[src/rtl/bcdcal_pkg.sv]
// Shared widths, field codes, the time record and BCD increment helpers.
package bcdcal_pkg;

    localparam int SEC_W  = 7;
    localparam int MIN_W  = 7;
    localparam int HOUR_W = 6;
    localparam int WDAY_W = 3;
    localparam int MDAY_W = 6;
    localparam int MON_W  = 5;
    localparam int YEAR_W = 12;
    localparam int SEL_W  = 3;

    typedef enum logic [SEL_W-1:0] {
        FLD_SEC  = 3'd0,
        FLD_MIN  = 3'd1,
        FLD_HOUR = 3'd2,
        FLD_WDAY = 3'd3,
        FLD_MDAY = 3'd4,
        FLD_MON  = 3'd5,
        FLD_YEAR = 3'd6,
        FLD_NONE = 3'd7
    } field_e;

    typedef struct packed {
        logic [YEAR_W-1:0] year;
        logic [MON_W-1:0]  mon;
        logic [MDAY_W-1:0] mday;
        logic [WDAY_W-1:0] wday;
        logic [HOUR_W-1:0] hour;
        logic [MIN_W-1:0]  min;
        logic [SEC_W-1:0]  sec;
    } cal_t;

    // Two-digit BCD increment; the caller handles the wrap.
    function automatic logic [7:0] bcd2_inc(input logic [7:0] v);
        logic [3:0] hi;
        logic [3:0] lo;
        hi = v[7:4];
        lo = v[3:0];
        if (lo >= 4'd9) begin
            hi = hi + 4'd1;
            lo = 4'd0;
        end else begin
            lo = lo + 4'd1;
        end
        return {hi, lo};
    endfunction

    // Three-digit BCD increment, 999 wraps to 000.
    function automatic logic [11:0] bcd3_inc(input logic [11:0] v);
        logic [3:0] hund;
        hund = v[11:8];
        if (v[7:0] >= 8'h99) begin
            hund = (hund >= 4'd9) ? 4'd0 : hund + 4'd1;
            return {hund, 8'h00};
        end
        return {hund, bcd2_inc(v[7:0])};
    endfunction

endpackage

[src/rtl/bcdcal_prescaler.sv]
// Divides the base clock enable down to a one-second step.
// Assumes tick_en is a single-cycle qualifier; a rising run_en reloads a
// full second and the enable in that same cycle is not counted.
module bcdcal_prescaler #(
    parameter int SEC_DIV = 32768
) (
    input  logic clk,
    input  logic rst_n,
    input  logic run_en,
    input  logic tick_en,
    output logic step,
    output logic pulse
);

    localparam int CNT_W = $clog2(SEC_DIV + 1);
    localparam logic [CNT_W-1:0] FULL = CNT_W'(SEC_DIV);
    localparam logic [CNT_W-1:0] LAST = CNT_W'(1);

    logic [CNT_W-1:0] cnt_q;
    logic             run_q;
    logic             counting;

    assign counting = run_en && run_q && tick_en;
    assign step     = counting && (cnt_q == LAST);

    // Countdown of counted enables, reload on enable rise or on expiry.
    always_ff @(posedge clk) begin
        if (!rst_n) begin
            cnt_q <= FULL;
            run_q <= 1'b0;
            pulse <= 1'b0;
        end else begin
            run_q <= run_en;
            pulse <= step;
            if (run_en && !run_q) begin
                cnt_q <= FULL;
            end else if (counting) begin
                cnt_q <= (cnt_q == LAST) ? FULL : cnt_q - LAST;
            end
        end
    end

endmodule

[src/rtl/bcdcal_month_len.sv]
// Length of the current month in BCD, with the leap rule evaluated
// directly on the three BCD year digits (000 counts as a 400 multiple).
// Assumes valid BCD; a month outside 01..12 is treated as 31 days.
module bcdcal_month_len
    import bcdcal_pkg::*;
(
    input  logic [MON_W-1:0]  mon,
    input  logic [YEAR_W-1:0] year,
    output logic [MDAY_W-1:0] days
);

    logic [4:0] low_mod;
    logic       by4;
    logic       by100;
    logic       by400;
    logic       leap;

    // A two-digit BCD value 10*T+U is a multiple of 4 when 2*T+U is.
    always_comb begin
        low_mod = {year[7:4], 1'b0} + {1'b0, year[3:0]};
        by4     = (low_mod[1:0] == 2'b00);
        by100   = (year[7:0] == 8'h00);
        by400   = by100 && (year[9:8] == 2'b00);
        leap    = by4 && (!by100 || by400);
    end

    // Month length lookup.
    always_comb begin
        unique case (mon)
            5'h02:                      days = leap ? 6'h29 : 6'h28;
            5'h04, 5'h06, 5'h09, 5'h11: days = 6'h30;
            default:                    days = 6'h31;
        endcase
    end

endmodule

[src/rtl/bcdcal_timekeeper.sv]
// Holds the calendar fields and advances them on a step with the full
// carry chain; a qualified write overrides only the field it selects.
// Assumes the month length input reflects the currently held month/year.
module bcdcal_timekeeper
    import bcdcal_pkg::*;
(
    input  logic              clk,
    input  logic              rst_n,
    input  logic              step,
    input  logic              wr_fire,
    input  logic [SEL_W-1:0]  wr_sel,
    input  logic [11:0]       wr_data,
    input  logic [MDAY_W-1:0] month_days,
    output cal_t              cal_q
);

    cal_t cal_nx;
    logic c_min;
    logic c_hour;
    logic c_day;
    logic c_mon;
    logic c_year;

    // Carry chain, each stage from the pre-step value.
    always_comb begin
        c_min  = step   && (cal_q.sec  >= 7'h59);
        c_hour = c_min  && (cal_q.min  >= 7'h59);
        c_day  = c_hour && (cal_q.hour >= 6'h23);
        c_mon  = c_day  && (cal_q.mday >= month_days);
        c_year = c_mon  && (cal_q.mon  >= 5'h12);
    end

    // Next-state: increments first, then the write override.
    always_comb begin
        cal_nx = cal_q;
        if (step) begin
            cal_nx.sec = c_min ? '0 : SEC_W'(bcd2_inc(8'(cal_q.sec)));
        end
        if (c_min) begin
            cal_nx.min = c_hour ? '0 : MIN_W'(bcd2_inc(8'(cal_q.min)));
        end
        if (c_hour) begin
            cal_nx.hour = c_day ? '0 : HOUR_W'(bcd2_inc(8'(cal_q.hour)));
        end
        if (c_day) begin
            cal_nx.wday = (cal_q.wday >= 3'd6) ? '0 : cal_q.wday + 3'd1;
            cal_nx.mday = c_mon ? 6'h01 : MDAY_W'(bcd2_inc(8'(cal_q.mday)));
        end
        if (c_mon) begin
            cal_nx.mon = c_year ? 5'h01 : MON_W'(bcd2_inc(8'(cal_q.mon)));
        end
        if (c_year) begin
            cal_nx.year = bcd3_inc(cal_q.year);
        end
        if (wr_fire) begin
            unique case (field_e'(wr_sel))
                FLD_SEC:  cal_nx.sec  = wr_data[SEC_W-1:0];
                FLD_MIN:  cal_nx.min  = wr_data[MIN_W-1:0];
                FLD_HOUR: cal_nx.hour = wr_data[HOUR_W-1:0];
                FLD_WDAY: cal_nx.wday = wr_data[WDAY_W-1:0];
                FLD_MDAY: cal_nx.mday = wr_data[MDAY_W-1:0];
                FLD_MON:  cal_nx.mon  = wr_data[MON_W-1:0];
                FLD_YEAR: cal_nx.year = wr_data[YEAR_W-1:0];
                FLD_NONE: ;
            endcase
        end
    end

    // Field registers with reset to 000-01-01 00:00:00.
    always_ff @(posedge clk) begin
        if (!rst_n) begin
            cal_q      <= '0;
            cal_q.mday <= 6'h01;
            cal_q.mon  <= 5'h01;
        end else begin
            cal_q <= cal_nx;
        end
    end

endmodule

[src/rtl/bcd_calendar.sv]
// Top of the BCD calendar: divider, month-length decode and field store.
// Assumes writes carry valid BCD; run_en gates counting and all writes.
module bcd_calendar
    import bcdcal_pkg::*;
#(
    parameter int SEC_DIV = 32768
) (
    input  logic              clk,
    input  logic              rst_n,
    input  logic              tick_en,
    input  logic              run_en,
    input  logic              wr_en,
    input  logic [SEL_W-1:0]  wr_sel,
    input  logic [11:0]       wr_data,
    output logic              sec_pulse,
    output logic [SEC_W-1:0]  bcd_sec,
    output logic [MIN_W-1:0]  bcd_min,
    output logic [HOUR_W-1:0] bcd_hour,
    output logic [WDAY_W-1:0] bcd_wday,
    output logic [MDAY_W-1:0] bcd_mday,
    output logic [MON_W-1:0]  bcd_mon,
    output logic [YEAR_W-1:0] bcd_year
);

    logic              step;
    logic              wr_fire;
    logic [MDAY_W-1:0] month_days;
    cal_t              cal;

    assign wr_fire = wr_en && run_en;

    bcdcal_prescaler #(.SEC_DIV(SEC_DIV)) u_div (
        .clk     (clk),
        .rst_n   (rst_n),
        .run_en  (run_en),
        .tick_en (tick_en),
        .step    (step),
        .pulse   (sec_pulse)
    );

    bcdcal_month_len u_mlen (
        .mon  (cal.mon),
        .year (cal.year),
        .days (month_days)
    );

    bcdcal_timekeeper u_time (
        .clk        (clk),
        .rst_n      (rst_n),
        .step       (step),
        .wr_fire    (wr_fire),
        .wr_sel     (wr_sel),
        .wr_data    (wr_data),
        .month_days (month_days),
        .cal_q      (cal)
    );

    assign bcd_sec  = cal.sec;
    assign bcd_min  = cal.min;
    assign bcd_hour = cal.hour;
    assign bcd_wday = cal.wday;
    assign bcd_mday = cal.mday;
    assign bcd_mon  = cal.mon;
    assign bcd_year = cal.year;

endmodule

[config.mk]
export PLATFORM = sky130hd
export DESIGN_NAME = bcd_calendar
export DESIGN_NICKNAME = d
export VERILOG_FILES = /design/src/rtl/bcdcal_pkg.sv /design/src/rtl/bcdcal_prescaler.sv /design/src/rtl/bcdcal_month_len.sv /design/src/rtl/bcdcal_timekeeper.sv /design/src/rtl/bcd_calendar.sv
export SDC_FILE = /design/constraint.sdc
export NUM_CORES = 1
export LEC_CHECK = 0
export BUFFER_PORTS_ARGS = -buffer_cell sky130_fd_sc_hd__buf_2
export CAP_MARGIN = 20
export CORE_UTILIZATION = 45
export CTS_CLUSTER_DIAMETER = 50
export DETAILED_ROUTE_END_ITERATION = 12
export PLACE_DENSITY = 0.74
export SLEW_MARGIN = 10
export SYNTH_ARGS = -nofsm -noshare
export SYNTH_HDL_FRONTEND = slang
export SYNTH_HIERARCHICAL = 1
export SYNTH_SLANG_ARGS = --single-unit
[constraint.sdc]
create_clock -name clk -period 5.2 [get_ports clk]
set_clock_uncertainty 0.1 [all_clocks]
set_input_delay 1.04 -clock clk [delete_from_list [all_inputs] [get_ports clk]]
set_output_delay 1.04 -clock clk [all_outputs]
set_load 0.02 [all_outputs]
==> results.md <==
## Status
• outcome: complete, no violations

## Power and ir drop
• Leakage Power: 2.02 nW
• Max IR drop VDD: 0.106 mV
• clock network fraction of design power: 0.411
• net switching share of the total power: 0.274
• Psw: 295 µW
• total design power: 1.08 mW
• cell area power density: 223 nW/µm²
• internal portion of total power: 780 µW
• proportion of power drawn by combinational gates: 0.108
• portion of total power attributed to sequential cells: 0.481

## Logic synthesis
• count of cell types in the netlist: 70
• share of the yosys chip area belonging to registers: 0.304
• syn_area_per_cell: 8.12 µm²
• Yosys Warn Count: 6
• number of synthesized register bits: 64
• Mapped Cells: 519
• EDFF count, synth: 0
• most used flip-flop cell after synthesis: sky130_fd_sc_hd__dfxtp_1
• netlist area before placement: 4220 µm²
• Async SR Flop Fraction: 0

## Timing
• Fin. Hold Viols: 0
• Tcrit/Tclk final: 0.726
• total of endpoints with negative setup slack in the final report: 0
• min Tclk post-route: 3.77 ns
• max_slew headroom: 0.417
• Total Neg Setup Slack: 0 ns
• setup repair after global routing missed its margin: no
• Pins Over Slew Limit: 0
• worst-margin pin slew: 0.871 ns
• peak clock frequency supported by timing: 265 MHz

## Route
• DR DRC count: 0
• drt initial violations: 236
• total iterations of the first detailed-routing run: 5
• number of antenna-violating nets in the routed design: 0
• met3 wire len: 809 µm
• met2 layer wire length in the routed design: 5510 µm
• Total Wirelength: 11600 µm
• wire length per cell: 16.7 µm
• met1 wire length: 5080 µm
• uppermost layer routed: met4
• total via count in the routed design: 4135
• vias per cell: 5.96

## Critical path
• crit-path max cell delay: 0.69 ns
• cell type group with the largest total delay on the critical path: simple AND/OR/NAND/NOR gates
• type of element capturing the critical path: flip-flop
• list of cells traversed by the critical path: buf_2 -> and3_1 -> nand4_1 -> nor2_1 -> buf_4 -> o311a_1 -> nand4_1 -> buf_4 -> nor2_1 -> a311oi_1 -> a311oi_1
• maximum fanout count along the critical path: 14
• required time reported for the critical path endpoint: 5.35 ns
• cell at the slowest stage of the critical path: sky130_fd_sc_hd__nor2_1
• data arrival time of the critical path: 3.92 ns
• Buffers & Inverters on Critical Path: 3
• critical path start-end classification: input pin to flip-flop
• critical path launch point type: input pin

## Clocking
• clk sink count: 64
• clock latency of the later-clocked register in the worst-skew pair: 0.36 ns
• maximum level of the CTS H-tree: 3
• cts bufs inserted: 9
• total of hold buffers inserted after clock tree synthesis: 0
• clock tree buffer depth: 2
• library cell used as clock root buffer: sky130_fd_sc_hd__clkbuf_8
• register clock-pin slew on the reported worst setup and hold paths: 0.07 ns
• number of instances resized during post-cts repair: 0
• post-CTS setup buffer count: 0
• TritonCTS clock tree: built

## Cells and area
• share of final-layout standard cells stronger than drive strength 1: 0.181
• Area Growth Syn to Fin: 14.4%
• Antenna Diode Count: 0
• Layout Cell Area excl Fill: 4820 µm²
• fin nets: 641
• Post-Route Utilization: 0.542

## Global routing
• pin count of the biggest net entering global routing: 42
• vias in the first global route: 4004
• initial antenna violation count: 0
• global-route wire length before repair: 19000 µm
• gr ovfl total: 0
• global routing usage summed across all routing layers: 0.243

## Floorplanning
• number of core rows: 34
• total die area: 9760 µm²
• core area: 8890 µm²
• floorplan die height: 98.8 µm
• Initial Utilization: 0.474
• number of top-level pins: 67
• x dimension of the die: 98.8 µm

## Placed design
• placed instance area: 4620 µm²
• global placer's final weighted congestion: 0.928
• count of buffers inserted at the top-level ports: 66
• DP Wirelength: 8330 µm

## Min path
• type of the worst min-delay path: flip-flop to flip-flop

## Job
• reported max-cap violation count: 0

[cell usage after synthesis, drive strengths merged, types with 7 or more instances]
master	instances	area [µm²]
a21oi	26	130
a31oi	18	113
buf	10	61.3
clkbuf	10	37.5
dfxtp	64	1280
ha	40	500
inv	33	124
nand2	30	113
nand3	28	153
nand4	10	62.6
nand4b	7	61.3
nor2	49	184
nor2b	7	43.8
nor3	16	91.3
o21ai	53	265
or3	7	45.1
xnor2	10	87.6
xor2	8	70.1
[tightest hold or removal path: cells and delay by family, from the launching register on]
family,cells,cell delay [ns]
compound gates,2,0.13
flops,1,0.31
[flip-flops by register name, summed over array words and instances, names as in the netlist]
name / cells
u_time/cal_q: 46
u_div/cnt_q: 16
u_div/pulse: 1
u_div/run_q: 1
[path summary, 6_finish.rpt]
path	startpoint	depth (start not counted)	to	slack (ns)
setup reg to reg	u_time/cal_q[29]$_SDFF_PN1_	10	u_time/cal_q[37]$_SDFF_PN0_	1.43
setup / recovery	run_en	11	u_time/cal_q[37]$_SDFF_PN0_	1.43
hold / removal	u_div/cnt_q[13]$_SDFFE_PP0P_	2	u_div/cnt_q[13]$_SDFFE_PP0P_	0.39
hold reg to reg	u_div/cnt_q[13]$_SDFFE_PP0P_	2	u_div/cnt_q[13]$_SDFFE_PP0P_	0.39
[cell families after synthesis]
group                    after synthesis  synth area share
adder cells (fa/ha/maj)               40             0.119
multiplexers                           3           0.00771
AO/OA/AOI/OAI                        148             0.226
flip-flops                            64             0.304
buffers and inverters                 53            0.0528
XOR/XNOR                              18            0.0374
AND/OR/NAND/NOR                      191             0.252
other                                  2           0.00178
[cells in the final DEF (no fill, tap or decap), types with 7 or more instances in the layout]
cell type | netlist | routed
sky130_fd_sc_hd__nor2_1 | 49 | 49
sky130_fd_sc_hd__xnor2_1 | 10 | 10
sky130_fd_sc_hd__clkbuf_8 | 0 | 10
sky130_fd_sc_hd__nand3_1 | 27 | 27
sky130_fd_sc_hd__a21oi_1 | 26 | 26
sky130_fd_sc_hd__buf_2 | 4 | 66
sky130_fd_sc_hd__nand2_1 | 30 | 30
sky130_fd_sc_hd__a31oi_1 | 18 | 18
sky130_fd_sc_hd__nand4_1 | 10 | 10
sky130_fd_sc_hd__o21ai_0 | 49 | 49
sky130_fd_sc_hd__nand4b_1 | 7 | 7
sky130_fd_sc_hd__dfxtp_1 | 64 | 64
sky130_fd_sc_hd__xor2_1 | 8 | 8
sky130_fd_sc_hd__nor2b_1 | 7 | 7
sky130_fd_sc_hd__inv_1 | 33 | 33
sky130_fd_sc_hd__ha_1 | 40 | 40
sky130_fd_sc_hd__nor3_1 | 15 | 15
[stage by stage]
stage               hold WS [ns]  setup slack, ns  std cells
finish                     0.388             1.43        694
global route               0.443             1.24        694
CTS                        0.389             1.47        694
detailed placement         0.379             1.10        678
global placement           0.363             1.35        678
floorplan                  0.353             1.90        520
[power groups by stage]
| stage | logic, mW | registers [mW] | clock network, mW |
|---|---|---|---|
| global route | 0.127 | 0.520 | 0.471 |
| CTS | 0.114 | 0.517 | 0.447 |
| finish | 0.116 | 0.518 | 0.442 |
| global placement | 0.111 | 0.528 | 0 |
| floorplan | 0.0669 | 0.534 | 0 |
| detailed placement | 0.113 | 0.528 | 0 |
[routing by layer]
metal	GRT usage	up-vias
li1	-	2010
met1	0.305	1969
met2	0.406	137
met3	0.0574	19
met4	0.0838	0
met5	0	-
[layout make-up]
class                           count  area, µm²
Clock inverter                      6       68.8
Clock buffer                       10        138
Multi-Input combinational cell    403       2720
Tap cell                          108        135
Fill cell                         835       4070
Sequential cell                    64       1280
Timing Repair Buffer               70        360
Inverter                           33        124
No activity file was read; power rests on OpenSTA's default activity.
